===== config.mk =====
export PLATFORM = sky130hd
export DESIGN_NAME = pwt_throttle
export DESIGN_NICKNAME = d
export VERILOG_FILES = /design/src/rtl/pwt_pkg.sv /design/src/rtl/pwt_phase_seq.sv /design/src/rtl/pwt_word_meter.sv /design/src/rtl/pwt_addr_gate.sv /design/src/rtl/pwt_throttle.sv
export SDC_FILE = /design/constraint.sdc
export NUM_CORES = 1
export LEC_CHECK = 0
export ABC_CLOCK_PERIOD_IN_PS = 9900
export BUFFER_PORTS_ARGS = -buffer_cell sky130_fd_sc_hd__buf_2
export CAP_MARGIN = 20
export CORE_AREA = 2 2 109 111
export CTS_BUF_LIST = sky130_fd_sc_hd__clkbuf_16
export CTS_CLUSTER_DIAMETER = 150
export DETAILED_ROUTE_END_ITERATION = 7
export DIE_AREA = 0 0 111 113
export PLACE_DENSITY = 0.61
export REMOVE_ABC_BUFFERS = 1
export SLEW_MARGIN = 0
export SYNTH_ARGS = -nofsm -noshare
export SYNTH_HDL_FRONTEND = slang
export SYNTH_HIERARCHICAL = 1
export SYNTH_SLANG_ARGS = --single-unit

===== constraint.sdc =====
create_clock -name clk -period 9.9 [get_ports clk]
set_input_delay 0.99 -clock clk [delete_from_list [all_inputs] [get_ports clk]]
set_output_delay 0.99 -clock clk [all_outputs]
set_load 0.01 [all_outputs]

===== src/rtl/pwt_pkg.sv =====
package pwt_pkg;

    typedef enum logic [1:0] {
        PH_INIT = 2'd0,
        PH_OPEN = 2'd1,
        PH_SHUT = 2'd2,
        PH_FREE = 2'd3
    } phase_e;

    function automatic phase_e window_entry(input logic on_zero, input logic off_zero);
        if (on_zero && off_zero) return PH_FREE;
        if (!on_zero)            return PH_OPEN;
        return PH_SHUT;
    endfunction

endpackage


===== src/rtl/pwt_phase_seq.sv =====
module pwt_phase_seq
    import pwt_pkg::*;
#(
    parameter int LEN_W = 16
) (
    input  logic             clk,
    input  logic             rst_n,
    input  logic [LEN_W-1:0] on_len,
    input  logic [LEN_W-1:0] off_len,
    output phase_e           phase,
    output logic             win_start
);

    logic [LEN_W-1:0] cnt, cnt_nx;
    logic [LEN_W:0]   cnt_inc;
    phase_e           phase_nx;
    logic             on_zero, off_zero, open_end, shut_end;

    assign on_zero  = (on_len == '0);
    assign off_zero = (off_len == '0);
    assign cnt_inc  = {1'b0, cnt} + 1'b1;
    assign open_end = (cnt_inc >= {1'b0, on_len});
    assign shut_end = (cnt_inc >= {1'b0, off_len});

    always_comb begin
        phase_nx  = phase;
        cnt_nx    = cnt;
        win_start = 1'b0;
        unique case (phase)
            PH_INIT: begin
                win_start = 1'b1;
            end
            PH_OPEN: begin
                if (open_end) begin
                    if (!off_zero) begin
                        phase_nx = PH_SHUT;
                        cnt_nx   = '0;
                    end else begin
                        win_start = 1'b1;
                    end
                end else begin
                    cnt_nx = cnt_inc[LEN_W-1:0];
                end
            end
            PH_SHUT: begin
                if (shut_end) win_start = 1'b1;
                else          cnt_nx    = cnt_inc[LEN_W-1:0];
            end
            PH_FREE: begin
                if (!on_zero || !off_zero) win_start = 1'b1;
            end
            default: begin
                win_start = 1'b1;
            end
        endcase
        if (win_start) begin
            phase_nx = window_entry(on_zero, off_zero);
            cnt_nx   = '0;
        end
    end

    always_ff @(posedge clk) begin
        if (!rst_n) begin
            phase <= PH_INIT;
            cnt   <= '0;
        end else begin
            phase <= phase_nx;
            cnt   <= cnt_nx;
        end
    end

    // Inside one open phase the cycle counter steps by exactly one.
    assert_open_step_R2: assert property (@(posedge clk) disable iff (!rst_n)
        (phase == PH_OPEN && $past(phase) == PH_OPEN && !$past(win_start))
            |-> (cnt == $past(cnt) + 1'b1));

    // Inside one closed phase the cycle counter steps by exactly one.
    assert_shut_step_R3: assert property (@(posedge clk) disable iff (!rst_n)
        (phase == PH_SHUT && $past(phase) == PH_SHUT && !$past(win_start))
            |-> (cnt == $past(cnt) + 1'b1));

    // The permanently open state is only held when both lengths were zero.
    assert_free_cfg_R4: assert property (@(posedge clk) disable iff (!rst_n)
        (phase == PH_FREE) |-> $past(on_len == '0 && off_len == '0));

endmodule


===== src/rtl/pwt_word_meter.sv =====
module pwt_word_meter #(
    parameter int LEN_W  = 16,
    parameter int DATA_W = 128,
    parameter int WORD_W = 64
) (
    input  logic             clk,
    input  logic             rst_n,
    input  logic             clear,
    input  logic             r_beat,
    input  logic             w_beat,
    input  logic [LEN_W-1:0] cap,
    output logic             capped
);

    localparam int WPB  = (DATA_W / WORD_W > 0) ? DATA_W / WORD_W : 1;
    localparam int WC_W = LEN_W + 2;

    logic [WC_W-1:0] words;
    logic [WC_W-1:0] add;
    logic [WC_W:0]   sum;

    assign add = (r_beat ? WC_W'(WPB) : '0) + (w_beat ? WC_W'(WPB) : '0);
    assign sum = {1'b0, words} + {1'b0, add};

    always_ff @(posedge clk) begin
        if (!rst_n || clear) begin
            words <= '0;
        end else if (sum[WC_W]) begin
            words <= '1;
        end else begin
            words <= sum[WC_W-1:0];
        end
    end

    assign capped = (cap != '0) && (words >= WC_W'(cap));

    // The meter reads zero after each window start.
    assert_meter_clear_R6: assert property (@(posedge clk) disable iff (!rst_n)
        clear |=> (words == '0));

    // Within a window the meter never decreases.
    assert_meter_mono_R6: assert property (@(posedge clk) disable iff (!rst_n)
        !$past(clear) |-> (words >= $past(words)));

endmodule


===== src/rtl/pwt_addr_gate.sv =====
module pwt_addr_gate #(
    parameter int ADDR_W = 32
) (
    input  logic              clk,
    input  logic              rst_n,
    input  logic              allow,
    input  logic              s_valid,
    output logic              s_ready,
    input  logic [ADDR_W-1:0] s_addr,
    output logic              m_valid,
    input  logic              m_ready,
    output logic [ADDR_W-1:0] m_addr
);

    logic hold;
    logic pass;

    assign pass    = allow | hold;
    assign m_valid = s_valid & pass;
    assign s_ready = m_ready & pass;
    assign m_addr  = s_addr;

    always_ff @(posedge clk) begin
        if (!rst_n) hold <= 1'b0;
        else        hold <= m_valid & ~m_ready;
    end

    // A presented request stays presented until it is accepted.
    assert_hold_valid_R8: assert property (@(posedge clk) disable iff (!rst_n)
        (s_valid && $past(m_valid && !m_ready)) |-> m_valid);

    // A shut gate presents nothing that was not already pending.
    assert_shut_block_R3: assert property (@(posedge clk) disable iff (!rst_n)
        (!allow && !$past(m_valid && !m_ready)) |-> (!m_valid && !s_ready));

endmodule


===== src/rtl/pwt_throttle.sv =====
module pwt_throttle
    import pwt_pkg::*;
#(
    parameter int ADDR_W = 32,
    parameter int LEN_W  = 16,
    parameter int DATA_W = 128,
    parameter int WORD_W = 64
) (
    input  logic              clk,
    input  logic              rst_n,
    input  logic [LEN_W-1:0]  cfg_on_len,
    input  logic [LEN_W-1:0]  cfg_off_len,
    input  logic [LEN_W-1:0]  cfg_cap,
    input  logic              s_arvalid,
    output logic              s_arready,
    input  logic [ADDR_W-1:0] s_araddr,
    output logic              m_arvalid,
    input  logic              m_arready,
    output logic [ADDR_W-1:0] m_araddr,
    input  logic              s_awvalid,
    output logic              s_awready,
    input  logic [ADDR_W-1:0] s_awaddr,
    output logic              m_awvalid,
    input  logic              m_awready,
    output logic [ADDR_W-1:0] m_awaddr,
    input  logic              r_valid,
    input  logic              r_ready,
    input  logic              w_valid,
    input  logic              w_ready
);

    phase_e phase;
    logic   win_start;
    logic   capped;
    logic   allow;

    pwt_phase_seq #(.LEN_W(LEN_W)) u_seq (
        .clk       (clk),
        .rst_n     (rst_n),
        .on_len    (cfg_on_len),
        .off_len   (cfg_off_len),
        .phase     (phase),
        .win_start (win_start)
    );

    pwt_word_meter #(.LEN_W(LEN_W), .DATA_W(DATA_W), .WORD_W(WORD_W)) u_meter (
        .clk    (clk),
        .rst_n  (rst_n),
        .clear  (win_start),
        .r_beat (r_valid & r_ready),
        .w_beat (w_valid & w_ready),
        .cap    (cfg_cap),
        .capped (capped)
    );

    always_comb begin
        unique case (phase)
            PH_OPEN: allow = ~capped;
            PH_FREE: allow = 1'b1;
            default: allow = 1'b0;
        endcase
    end

    pwt_addr_gate #(.ADDR_W(ADDR_W)) u_ar_gate (
        .clk     (clk),
        .rst_n   (rst_n),
        .allow   (allow),
        .s_valid (s_arvalid),
        .s_ready (s_arready),
        .s_addr  (s_araddr),
        .m_valid (m_arvalid),
        .m_ready (m_arready),
        .m_addr  (m_araddr)
    );

    pwt_addr_gate #(.ADDR_W(ADDR_W)) u_aw_gate (
        .clk     (clk),
        .rst_n   (rst_n),
        .allow   (allow),
        .s_valid (s_awvalid),
        .s_ready (s_awready),
        .s_addr  (s_awaddr),
        .m_valid (m_awvalid),
        .m_ready (m_awready),
        .m_addr  (m_awaddr)
    );

    // In the permanently open state, every upstream request is presented.
    assert_free_pass_R4: assert property (@(posedge clk) disable iff (!rst_n)
        (phase == PH_FREE && s_arvalid) |-> m_arvalid);

    // The first cycle after reset presents nothing on either channel.
    assert_init_quiet_R1: assert property (@(posedge clk) disable iff (!rst_n)
        (phase == PH_INIT) |-> (!m_arvalid && !m_awvalid));

endmodule


==> out/qor.json <==
{
  "first_global_vias": {"value": 3250},
  "globalRoute.totalOverflow": {"value": 0},
  "yosysWarnings": {"value": 6},
  "grt_setup_unrepaired": {"value": "no"},
  "boundary_pin_count": {"value": 190},
  "crit_path_cell_trace": {"value": "and3_1 > nand2_1 > nor4_1 > nand3_1 > xnor2_1 > ha_1 > and3_1 > a22o_1 > a211oi_2 > nand3_2 > and3_1 > a21o_1 > nand2b_1 > nor4_1"},
  "switching_share": {"value": 25.2, "unit": "%"},
  "power_switching": {"value": 111, "unit": "uW"},
  "synth_enable_flop_cells": {"value": 0},
  "cts.sinks": {"value": 38},
  "drt-vias-per-instance": {"value": 5.52},
  "required": {"value": 10.08, "unit": "ns"},
  "hold_viol_final": {"value": 0},
  "num-nets-final": {"value": 660},
  "total_leakage_power": {"value": 1.91, "unit": "nW"},
  "synth.cells.most_frequent": {"value": "buf_4, inv_1, ha_1, a21oi_1, dfxtp_1"},
  "critical_path_class": {"value": "reg -> reg"},
  "timing.fmax": {"value": 221, "unit": "MHz"},
  "power_frac_clock": {"value": 47.1, "unit": "%"},
  "cts_buffers": {"value": 5},
  "cts.clk_slew.worst_paths": {"value": 0.06, "unit": "ns"},
  "holdBufCountCts": {"value": 0},
  "dieHeight": {"value": 113, "unit": "um"},
  "path_buf_inv": {"value": 0},
  "outcome": {"value": "finished, final reports clean"},
  "worst_slack": {"value": 5.37, "unit": "ns"},
  "postSynthCellCount": {"value": 492},
  "post-synth-top-count-cell": {"value": "buf_4"},
  "synthesis.area": {"value": 0.00388, "unit": "sq mm"},
  "pwr-share-comb": {"value": 17.1, "unit": "%"},
  "irDropWorstVdd": {"value": 0.0733, "unit": "mV"},
  "n_fill_cell": {"value": 1207},
  "critical-path-top-cell-by-count": {"value": "and3_1"},
  "async_reset_ff_share": {"value": 0, "unit": "%"},
  "synth_top_area_cell": {"value": "dfxtp_1"},
  "track_usage": {"value": 20.0, "unit": "%"},
  "floorplan.rows": {"value": 39},
  "synth_cell_types": {"value": 58},
  "type_of_the_most_critical_hold_path": {"value": "reg -> reg"},
  "synth_seq_cells": {"value": 38},
  "timing.critical_path.slowest_cell_delay": {"value": 0.57, "unit": "ns"},
  "drt_pass1_iterations": {"value": 4},
  "report.final.slew_viol_count": {"value": 0},
  "synth_top_area_share": {"value": 19.6, "unit": "%"},
  "floorplan.core_area": {"value": 0.0113, "unit": "sq mm"},
  "wl_per_cell": {"value": 20.3, "unit": "um"},
  "cts_buffer_depth": {"value": 2},
  "port_buffers": {"value": 61},
  "cts_setup_buffers": {"value": 0},
  "insertion_delay": {"value": 0.28, "unit": "ns"},
  "report.final.setup_viol": {"value": 0},
  "maxCapViolations": {"value": 0},
  "area_growth_syn_to_layout": {"value": 3.03, "unit": "%"},
  "finalWirelength": {"value": 12.8, "unit": "mm"},
  "final_layout_size_suffix_gt1_share": {"value": 16.9, "unit": "%"},
  "dp_hpwl": {"value": 10.7, "unit": "mm"},
  "grt_pass1_wl": {"value": 19.2, "unit": "mm"},
  "timing.critical_path.arrival": {"value": 4.71, "unit": "ns"},
  "initial_antenna_violation_count": {"value": 0},
  "fin_crit": {"value": 4.53, "unit": "ns"},
  "power_density": {"value": 110, "unit": "mW/mm^2"},
  "internal-power": {"value": 330, "unit": "uW"},
  "die_area": {"value": 0.0125, "unit": "sq mm"},
  "crit_path_end_kind": {"value": "flip-flop"},
  "avgSynthCellArea": {"value": 7.89, "unit": "sq um"},
  "vias": {"value": 3469},
  "slowest_stage": {"value": "nor4_1"},
  "max-slew-margin-rel": {"value": 37.5, "unit": "%"},
  "drc_violations_left": {"value": 0},
  "pwr-share-seq": {"value": 35.9, "unit": "%"},
  "cts_tree": {"value": "built"},
  "detailedRoute.firstIterationViolations": {"value": 285},
  "cts_resized": {"value": 0},
  "timing.setup.tns": {"value": 0, "unit": "ns"},
  "yosys_most_used_dff": {"value": "dfxtp_1"},
  "finalPower": {"value": 442, "unit": "uW"},
  "ys_seq_area_share": {"value": 19.6, "unit": "%"},
  "timing.critical_path.fanout_max": {"value": 19},
  "htree_num_levels": {"value": 2},
  "setup_ws_pre_cts": {"value": 5.48, "unit": "ns"},
  "pin_count_of_the_biggest_net_entering_global_routing": {"value": 20},
  "worst_slew_pin_slew": {"value": 0.933, "unit": "ns"},
  "initial_utilization": {"value": 34.4, "unit": "%"},
  "synthTopCellsByArea": {"value": "dfxtp_1, ha_1, buf_4"},
  "die_width": {"value": 111, "unit": "um"},
  "antenna_left": {"value": 0},
  "antenna_diode_instance_count": {"value": 0},
  "kind_of_cell_with_the_highest_combined_delay_on_the_critical_path": {"value": "simple AND/OR/NAND/NOR gates"},
  "startpoint_type": {"value": "flip-flop"},
  "final_min_period_over_clock_period": {"value": 45.7, "unit": "%"},
  "gp_congestion": {"value": 0.914},
  "cts_root_buf": {"value": "clkbuf_16"},
  "fin_skew": {"value": 0.00873, "unit": "ns"}
}
## tightest hold or removal path, stage by stage (launching register included)
cell	delay, ns
dfxtp_1	0.29
inv_1	0.08
a21oi_1	0.06
## cell type report
class | count | area, sq um | share of cell area (%)
Tap cell | 143 | 179 | 4.48
Sequential cell | 38 | 761 | 19.0
Clock inverter | 3 | 68.8 | 1.72
Inverter | 53 | 199 | 4.98
Multi-Input combinational cell | 325 | 2350 | 58.8
Timing Repair Buffer | 62 | 313 | 7.82
Clock buffer | 5 | 125 | 3.13
## cell usage in the layout, fill, tap and decap left out, types with 2 or more instances in the layout
cell	count
a21oi_1	49
nor4_1	15
o21a_1	6
and2_1	3
ha_1	52
buf_2	61
nor2_1	16
nor3b_1	4
a21o_1	7
nand4_1	17
o21ai_0	17
dfxtp_1	38
xnor2_1	10
o31ai_1	5
inv_1	53
a31oi_1	4
bufinv_16	2
and4_1	5
nand2b_1	5
nand3_2	2
nor3_1	5
nor2b_1	4
and3_1	10
nand3_1	25
and3b_1	2
nand2_1	19
a211oi_1	2
xor2_1	14
o211ai_1	2
clkbuf_16	5
## state kept, by name (all words and copies together), names as in the netlist
signal and count:
u_ar_gate/hold 1, u_aw_gate/hold 1, u_meter/words 18, u_seq/cnt 16
u_seq/phase 2
## final timing paths
| kind | start | cells after the start | slack (ns) | endpoint |
|---|---|---|---|---|
| max reg2reg | u_seq/cnt[2] | 14 | 5.37 | u_meter/words[17] |
| max | u_seq/cnt[2] | 14 | 5.37 | u_meter/words[17] |
| min | u_meter/words[0] | 2 | 0.49 | u_meter/words[0] |
| min reg2reg | u_meter/words[0] | 2 | 0.49 | u_meter/words[0] |
## kinds of logic after synthesis
logic type	synth area share, %
fa+ha+maj	17.3
flops	19.6
simple gates	21.3
compound gates	16.7
xor+xnor	5.42
buf+inv	19.8
## metrics by stage
stage	std cells	area (sq um)	hold slack (ns)	utilization (%)
floorplan	416	3310	0.435	-
global route	629	4000	0.515	35.5
finish	629	4000	0.489	35.5
global placement	620	3800	0.482	33.7
detailed placement	620	3800	0.489	33.7
CTS	628	3990	0.497	35.4
## power by group through the flow
stage | Combinational [mW] | Clock, mW | Sequential (mW)
finish | 0.0754 | 0.208 | 0.158
global route | 0.0842 | 0.219 | 0.159
CTS | 0.0734 | 0.213 | 0.158
detailed placement | 0.0730 | 0 | 0.162
global placement | 0.0709 | 0 | 0.162
floorplan | 0.0433 | 0 | 0.161
## routing by layer
layer | global-route usage (%) | up-vias | wire length [um]
met5 | 9.41 | - | 59
met4 | 5.00 | 2 | 182
met3 | 15.6 | 14 | 2280
met2 | 25.9 | 219 | 4770
met1 | 24.7 | 1564 | 5470
li1 | - | 1670 | -
(Power assumes the default switching activity.)
